==> config.mk <==
export PLATFORM = sky130hd
export DESIGN_NAME = qpwm_ctrl
export DESIGN_NICKNAME = d
export VERILOG_FILES = /design/src/rtl/qpwm_pkg.sv /design/src/rtl/qpwm_regfile.sv /design/src/rtl/qpwm_chan.sv /design/src/rtl/qpwm_ctrl.sv
export SDC_FILE = /design/constraint.sdc
export NUM_CORES = 1
export LEC_CHECK = 0
export BUFFER_PORTS_ARGS = -buffer_cell sky130_fd_sc_hd__clkbuf_2
export CAP_MARGIN = 10
export CELL_PAD_IN_SITES_DETAIL_PLACEMENT = 0
export CELL_PAD_IN_SITES_GLOBAL_PLACEMENT = 1
export CORE_MARGIN = 5
export CORE_UTILIZATION = 25
export DETAILED_ROUTE_END_ITERATION = 7
export HOLD_SLACK_MARGIN = 0.12
export PLACE_DENSITY = 0.51
export SLEW_MARGIN = 20
export SYNTH_ARGS = -nofsm -noshare
export SYNTH_HDL_FRONTEND = slang
export SYNTH_SLANG_ARGS = --single-unit
==> constraint.sdc <==
create_clock -name clk_i -period 3.9 [get_ports clk_i]
set_input_delay 0.39 -clock clk_i [delete_from_list [all_inputs] [get_ports clk_i]]
set_output_delay 0.39 -clock clk_i [all_outputs]
set_load 0.02 [all_outputs]
==> src/rtl/qpwm_pkg.sv <==
package qpwm_pkg;
  localparam int BLK_SHIFT = 5;
  localparam int PRE_W     = 8;
  localparam int MOD_W     = 8;
  localparam int DUTY_W    = 16;
  localparam int DATA_W    = 32;

  localparam logic [BLK_SHIFT-1:0] OFF_PRE  = 5'h00;
  localparam logic [BLK_SHIFT-1:0] OFF_MOD  = 5'h04;
  localparam logic [BLK_SHIFT-1:0] OFF_DUTY = 5'h08;
  localparam logic [BLK_SHIFT-1:0] OFF_EN   = 5'h18;

  typedef struct packed {
    logic [PRE_W-1:0]  pre;
    logic [MOD_W-1:0]  modv;
    logic [DUTY_W-1:0] duty;
  } cfg_t;
endpackage

==> src/rtl/qpwm_regfile.sv <==
module qpwm_regfile
  import qpwm_pkg::*;
#(
  parameter int NUM_CH = 4,
  parameter int ADDR_W = 7
) (
  input  logic                  clk_i,
  input  logic                  rst_ni,
  input  logic                  req_i,
  input  logic                  we_i,
  input  logic [ADDR_W-1:0]     addr_i,
  input  logic [DATA_W-1:0]     wdata_i,
  output logic [DATA_W-1:0]     rdata_o,
  output cfg_t [NUM_CH-1:0]     cfg_o,
  output logic [NUM_CH-1:0]     en_o,
  output logic [NUM_CH-1:0]     commit_o
);
  localparam int CH_W = ADDR_W - BLK_SHIFT;

  logic [CH_W-1:0]      sel_ch;
  logic [BLK_SHIFT-1:0] off;
  cfg_t [NUM_CH-1:0]    stg_q;
  logic [NUM_CH-1:0]    en_q;
  logic                 wr;

  assign sel_ch = addr_i[ADDR_W-1:BLK_SHIFT];
  assign off    = addr_i[BLK_SHIFT-1:0];
  assign wr     = req_i && we_i;

  always_ff @(posedge clk_i or negedge rst_ni) begin
    if (!rst_ni) begin
      stg_q <= '0;
      en_q  <= '0;
    end else if (wr) begin
      for (int c = 0; c < NUM_CH; c++) begin
        if (sel_ch == CH_W'(c)) begin
          case (off)
            OFF_PRE:  stg_q[c].pre  <= wdata_i[PRE_W-1:0];
            OFF_MOD:  stg_q[c].modv <= wdata_i[MOD_W-1:0];
            OFF_DUTY: stg_q[c].duty <= wdata_i[DUTY_W-1:0];
            OFF_EN:   en_q[c]       <= wdata_i[0];
            default: ;
          endcase
        end
      end
    end
  end

  always_comb begin
    commit_o = '0;
    for (int c = 0; c < NUM_CH; c++)
      commit_o[c] = wr && (sel_ch == CH_W'(c)) && (off == OFF_DUTY);
  end

  always_comb begin
    rdata_o = '0;
    if (req_i && !we_i) begin
      for (int c = 0; c < NUM_CH; c++) begin
        if (sel_ch == CH_W'(c)) begin
          case (off)
            OFF_PRE:  rdata_o = DATA_W'(stg_q[c].pre);
            OFF_MOD:  rdata_o = DATA_W'(stg_q[c].modv);
            OFF_DUTY: rdata_o = DATA_W'(stg_q[c].duty);
            OFF_EN:   rdata_o = DATA_W'(en_q[c]);
            default:  rdata_o = '0;
          endcase
        end
      end
    end
  end

  assign cfg_o = stg_q;
  assign en_o  = en_q;

  // at most one channel can be committed per access
  assert_single_commit_R6: assert property (@(posedge clk_i) disable iff (!rst_ni)
    $onehot0(commit_o));
  // a read never produces a commit
  assert_read_no_commit_R2: assert property (@(posedge clk_i) disable iff (!rst_ni)
    (req_i && !we_i) |-> (commit_o == '0));
endmodule

==> src/rtl/qpwm_chan.sv <==
module qpwm_chan
  import qpwm_pkg::*;
(
  input  logic clk_i,
  input  logic rst_ni,
  input  logic en_i,
  input  cfg_t cfg_i,
  input  logic commit_i,
  output logic pwm_o
);
  cfg_t             act_q;
  logic             run_q;
  logic             pend_q;
  logic [PRE_W-1:0] pcnt_q;
  logic [MOD_W-1:0] scnt_q;
  logic             step_end;
  logic             last_step;
  logic             boundary;

  assign step_end  = (pcnt_q == act_q.pre);
  assign last_step = ({1'b0, scnt_q} + (MOD_W+1)'(1)) >= {1'b0, act_q.modv};
  assign boundary  = run_q && step_end && last_step;

  always_ff @(posedge clk_i or negedge rst_ni) begin
    if (!rst_ni) begin
      act_q  <= '0;
      run_q  <= 1'b0;
      pend_q <= 1'b0;
      pcnt_q <= '0;
      scnt_q <= '0;
    end else if (!en_i) begin
      run_q  <= 1'b0;
      pcnt_q <= '0;
      scnt_q <= '0;
      if (commit_i) pend_q <= 1'b1;
    end else if (!run_q) begin
      // fresh start: staged set goes live directly
      run_q  <= 1'b1;
      act_q  <= cfg_i;
      pcnt_q <= '0;
      scnt_q <= '0;
      pend_q <= commit_i;
    end else begin
      if (step_end) begin
        pcnt_q <= '0;
        if (last_step) begin
          scnt_q <= '0;
          if (pend_q) act_q <= cfg_i;
        end else begin
          scnt_q <= scnt_q + MOD_W'(1);
        end
      end else begin
        pcnt_q <= pcnt_q + PRE_W'(1);
      end
      if (commit_i)      pend_q <= 1'b1;
      else if (boundary) pend_q <= 1'b0;
    end
  end

  // enable gates the output directly so disable takes effect the same cycle
  assign pwm_o = en_i && run_q && ({{(DUTY_W-MOD_W){1'b0}}, scnt_q} < act_q.duty);

  assert_stop_on_disable_R9: assert property (@(posedge clk_i) disable iff (!rst_ni)
    !en_i |=> (!run_q && pcnt_q == '0 && scnt_q == '0));
  assert_prescale_bound_R4: assert property (@(posedge clk_i) disable iff (!rst_ni)
    run_q |-> (pcnt_q <= act_q.pre));
  assert_step_bound_R4: assert property (@(posedge clk_i) disable iff (!rst_ni)
    (run_q && act_q.modv != '0) |-> (scnt_q < act_q.modv));
  assert_swap_on_boundary_R7: assert property (@(posedge clk_i) disable iff (!rst_ni)
    (run_q && $past(run_q) && !$stable(act_q)) |-> (pcnt_q == '0 && scnt_q == '0));
  assert_fresh_start_R8: assert property (@(posedge clk_i) disable iff (!rst_ni)
    $rose(run_q) |-> (pcnt_q == '0 && scnt_q == '0 && act_q == $past(cfg_i)));
  assert_zero_duty_low_R5: assert property (@(posedge clk_i) disable iff (!rst_ni)
    (run_q && act_q.duty == '0) |-> !pwm_o);
endmodule

==> src/rtl/qpwm_ctrl.sv <==
module qpwm_ctrl
  import qpwm_pkg::*;
#(
  parameter  int NUM_CH = 4,
  localparam int CH_W   = (NUM_CH > 1) ? $clog2(NUM_CH) : 1,
  localparam int ADDR_W = CH_W + BLK_SHIFT
) (
  input  logic              clk_i,
  input  logic              rst_ni,
  input  logic              bus_req_i,
  input  logic              bus_we_i,
  input  logic [ADDR_W-1:0] bus_addr_i,
  input  logic [DATA_W-1:0] bus_wdata_i,
  output logic [DATA_W-1:0] bus_rdata_o,
  output logic [NUM_CH-1:0] pwm_o
);
  cfg_t [NUM_CH-1:0] stg_cfg;
  logic [NUM_CH-1:0] en;
  logic [NUM_CH-1:0] commit;

  qpwm_regfile #(.NUM_CH(NUM_CH), .ADDR_W(ADDR_W)) u_regs (
    .clk_i    (clk_i),
    .rst_ni   (rst_ni),
    .req_i    (bus_req_i),
    .we_i     (bus_we_i),
    .addr_i   (bus_addr_i),
    .wdata_i  (bus_wdata_i),
    .rdata_o  (bus_rdata_o),
    .cfg_o    (stg_cfg),
    .en_o     (en),
    .commit_o (commit)
  );

  for (genvar g = 0; g < NUM_CH; g++) begin : g_ch
    qpwm_chan u_chan (
      .clk_i    (clk_i),
      .rst_ni   (rst_ni),
      .en_i     (en[g]),
      .cfg_i    (stg_cfg[g]),
      .commit_i (commit[g]),
      .pwm_o    (pwm_o[g])
    );
  end
endmodule

[After elaboration in Yosys (flattened, before gate mapping)]
Index checks and enable logic that the tools add are counted.
Storage, ports and cells
  register bits after elaboration: 332
  input bits: 43
  output and inout port bits: 36
  word-level logic and storage cells: 228
Operators by class
  $add $sub $neg: 12
  order comparisons: 8
  equality and inequality tests: 30
  muxes and demuxes: 77
  reduce and logical (&&, ||, !) cells: 57
Operator list (number)
  two-way mux 32 bit: 21
  case mux 16 bit (4 select lines): 4
  two-way mux 8 bit: 28
  adder 8 x 1 -> 8 bit (second input constant): 8
  < comparator 8 x 16 -> 1 bit: 4
  AND reduction 3 bit: 16
  adder 8 x 1 -> 9 bit (second input constant): 4
  greater-or-equal comparator 9 x 8 -> 1 bit: 4
  == test 8 bit: 4
  logical AND 1 bit: 26
  two-way mux 1 bit: 24
  inequality test 2 bit (second input constant): 12
  AND reduction 4 bit: 4
  inequality test 3 x 2 -> 1 bit (second input constant): 4
  inequality test 3 bit (second input constant): 4
  AND reduction 2 bit: 4
  nonzero test 2 bit: 4
  == test 5 x 3 -> 1 bit (second input constant): 1
  == test 5 x 4 -> 1 bit (second input constant): 1
  == test 5 bit (second input constant): 1
  logical NOT 5 bit: 1
  == test 2 bit (second input constant): 2
  == test 2 x 1 -> 1 bit (second input constant): 1
  logical NOT 2 bit: 1
  logical NOT 1 bit: 1

[Logic depth before layout (Yosys ltp)]
  depth in word-level cells: 7
  gate-level depth with buffers: 12
  depth with buffers taken out: 11

[Hierarchy]
A second synthesis with hierarchy kept.
Unflattened totals
  cells, all modules: 1434
  area, all modules: 16986.3 um^2
Modules (own cells, without submodules)
  qpwm_chan: instances 4, cells each 234, area each 2612.5 um^2, seq. area each 1251.2 um^2
  qpwm_regfile: instances 1, cells each 498, area each 6536.3 um^2, seq. area each 3303.2 um^2

[Worst setup path before layout]
OpenSTA, ideal clock, no wires.
  kind: input to output
  start: input port bus_addr_i[1]
  end: output port bus_rdata_o[0]
  data arrival time: 2488 ps
  required time: 3510 ps
  setup slack: 1022 ps
  cell stages on the path: 6
  path buffers: 2
  cells stage by stage: or4_1 clkbuf_1 clkbuf_1 nor2_1 a21oi_1 a2111oi_0
On the way
  word-level cells in the longest chain between the ends: 7
  elaborated cells between the ends (all ways): 13
  classes of those cells: 3 x eq/ne; 9 x mux; 1 x reduce/logical
RTL lines
  start, declared: RTL line qpwm_ctrl.sv:12  | input logic [ADDR_W-1:0] bus_addr_i,
  == test 5 bit (tied with other cells): RTL line qpwm_regfile.sv:60  | case (off)
  case mux 16 bit (4 select lines): RTL line qpwm_regfile.sv:60
  two-way mux 32 bit (3 in a row): RTL line qpwm_regfile.sv:59  | if (sel_ch == CH_W'(c)) begin
  two-way mux 32 bit *: RTL line qpwm_regfile.sv:59
  two-way mux 32 bit *: RTL line qpwm_regfile.sv:57  | if (req_i && !we_i) begin
  end, declared: RTL line qpwm_ctrl.sv:14  | output logic [DATA_W-1:0] bus_rdata_o,
Mark *: on every way between the ends. The rest lies on a longest branch, timed or not.

[Worst setup path after layout]
  start: input port bus_addr_i[1]
  end: output port bus_rdata_o[5]
The elaborated chain is that of the path after synthesis.

==> metrics.txt <==
setup TNS 0 ps; Async S/R FF share, synth 100%; mapped cell area approximately 0.017 mm^2; post-synth cell types just over 60; RSZ-0062 raised after global routing false; initial DRC count roughly 530; Power Total approximately 9 mW; post-DP HPWL about 32 mm; Worst EP required roughly 3500 ps; Sink Count 332; placed insts 2214; initial antenna violation count 0; CTS H-tree depth 2; setup slack after layout between 300 and 400 ps; n_diodes 0; Syn Inst Count around 1300; DRT Pass-1 Iters 5; final WL roughly 44 mm; maxcap violations 0; Worst slew margin between 30% and 40%; pre-CTS setup slack about 440 ps; fmax between 200 and 300 MHz; Overflow after GRT 0; Crit path arrival time 3120 ps; Final Hold Fails 0; max-slew violation count 0; Worst-path clk slew 60 ps; Warnings, synthesis 0; Resized cells post-CTS 0; Core ar. approximately 0.066 mm^2; final worst path period need between 3000 and 4000 ps; first-pass GRT wire length roughly 69 mm; Rows 94; number of global-route vias before repair around 11000; die width ~270 um; Post-DRT Antenna Nets 0; GP Congestion about 0.8; chip height about 270 um; Avg Inst Size Synth roughly 12 um^2; outcome completed; final std cells w/o fill approximately 2300; clock buffer depth 3; total die area a little over 0.07 mm^2; top fanout value on the critical path 9; Initial Util between 20% and 30%; vias per inst roughly 4.6; crit path launch type input pin; largest net degree at the start of global routing 78; CTS tree built; EDFF count, synth 0; WHS between 150 and 200 ps; pwr/cell area roughly 480 mW/mm^2; Total GRT Usage between 10% and 20%; Seq/Total Area, Yosys 49.9%; Layout Utilization roughly 29%; Final Setup Violations 0; CTS Buf Count 39; PortBufs 46; Peak VDD IR between 200 and 250 uV; Hold WC Path Type in -> reg; CTS root buf clkbuf_16; register bit total from synthesis roughly 330; Setup Buffers After CTS 0; leakage power 9.34 nW; fin area 0.0192 mm^2; residual DRC count 0; WL per Instance 19.2 um; Vias 10500; share of cells above drive strength 1 between 20 and 30%; placed cell areas 0.0178 mm^2; top_reg_cell synth dfrtp_1; Final Skew 10.3 ps; slew of the pin with the lowest slew margin 953 ps; crit path kind in -> out; area added between synthesis and finish 15.5%; Critical Path End Type output pin; Ports 79; Tcrit/Tclk final 89.9%; clock latency on the worst-skew pair 550 ps; Layout Nets 1504
-- synthesized netlist by cell type, types with 15 or more instances --
| cell type | number | area share, % |
|---|---|---|
| and3_1 | 18 | 0.68 |
| nand3_1 | 36 | 1.1 |
| nand2_1 | 53 | 1.2 |
| a21oi_1 | 35 | 1.1 |
| nor2_1 | 62 | 1.4 |
| inv_1 | 65 | 1.5 |
| dfrtp_1 | 332 | 50 |
| mux2_2 | 170 | 12 |
| xor2_1 | 48 | 2.5 |
| mux2_1 | 30 | 2.0 |
| nor2b_1 | 15 | 0.56 |
| clkbuf_1 | 19 | 0.43 |
| xnor2_1 | 29 | 1.5 |
| mux2i_1 | 15 | 0.90 |
| buf_2 | 16 | 0.48 |
| o21ai_0 | 42 | 1.3 |
| ha_1 | 68 | 5.1 |
| mux2_4 | 60 | 5.4 |
| buf_4 | 24 | 1.1 |
-- power breakdown --
part	switching [mW]	leakage [nW]	internal [mW]
clock	1.47	0.670	2.39
sequential	0.221	4.57	3.68
combinational	0.845	4.10	0.568
-- metal layers --
metal / track usage [%] / part of all wire [%]
met1: 18.3 / 50
met2: 18.3 / 44
met4: 3.02 / 1.8
met5: 0 / 0
met3: 2.28 / 4.6
-- flip-flops by register name, summed over array words and instances (netlist names) --
register	cells
g_ch.u_chan.act_q	128
u_regs.en_o	4
g_ch.u_chan.pend_q	4
g_ch.u_chan.scnt_q	32
g_ch.u_chan.pcnt_q	32
g_ch.u_chan.run_q	4
u_regs.cfg_o	128
-- timing repair --
action / CTS / global route
hold buffers: 1 / 0
endpoints found under the setup margin: 0 / 0
hold endpoints to repair: 68 / 0
-- area by class of cell --
type | instances | area [um^2]
clock buffer | 60 | 1210
clock inverter | 9 | 153
fill | 6775 | 46600
inverter | 65 | 244
multi-input combinational | 888 | 7780
sequential | 332 | 8310
tap | 864 | 1080
timing repair buffer | 67 | 458
-- cell families after synthesis --
family,Yosys count,share of synthesized area [%]
mux,284,21.1
simple gates,259,8.27
flops,332,49.9
compound gates,184,7.69
buf+inv,131,3.89
other cells,1,0.0225
fa+ha+maj,68,5.11
xor+xnor,77,4.05
-- layout by cell type (no fill, tap or decap), drive strengths merged, types with 16 or more instances in the layout --
| cell type | instances |
|---|---|
| nor4 | 21 |
| conb | 16 |
| xnor2 | 29 |
| mux2 | 260 |
| nand2 | 55 |
| clkbuf | 105 |
| dfrtp | 332 |
| nor2 | 63 |
| nand3 | 36 |
| inv | 65 |
| o21ai | 42 |
| a21oi | 35 |
| buf | 21 |
| ha | 68 |
| and3 | 18 |
| xor2 | 48 |
-- final timing paths --
kind / from / to / slack [ps] / cells after the start
max in group asynchronous: rst_ni / g_ch[2].u_chan.scnt_q[4] / 2330 / 4
min in group asynchronous: rst_ni / g_ch[1].u_chan.pcnt_q[1] / 400 / 2
min: bus_wdata_i[10] / u_regs.cfg_o[74] / 150 / 2
max: bus_addr_i[1] / bus_rdata_o[5] / 390 / 9
min reg2reg: g_ch[3].u_chan.act_q[5] / g_ch[3].u_chan.act_q[5] / 490 / 1
max reg2reg: g_ch[2].u_chan.scnt_q[0] / g_ch[2].u_chan.act_q[6] / 570 / 11
-- critical path: stages --
cell and delay, ps:
clkbuf_2 100, or4_1 850, nor2_1 270, buf_4 200, a221o_1 200, a21oi_1 80, nor4_1 630, buf_4 220
clkbuf_2 160
(Power assumes the default switching activity.)
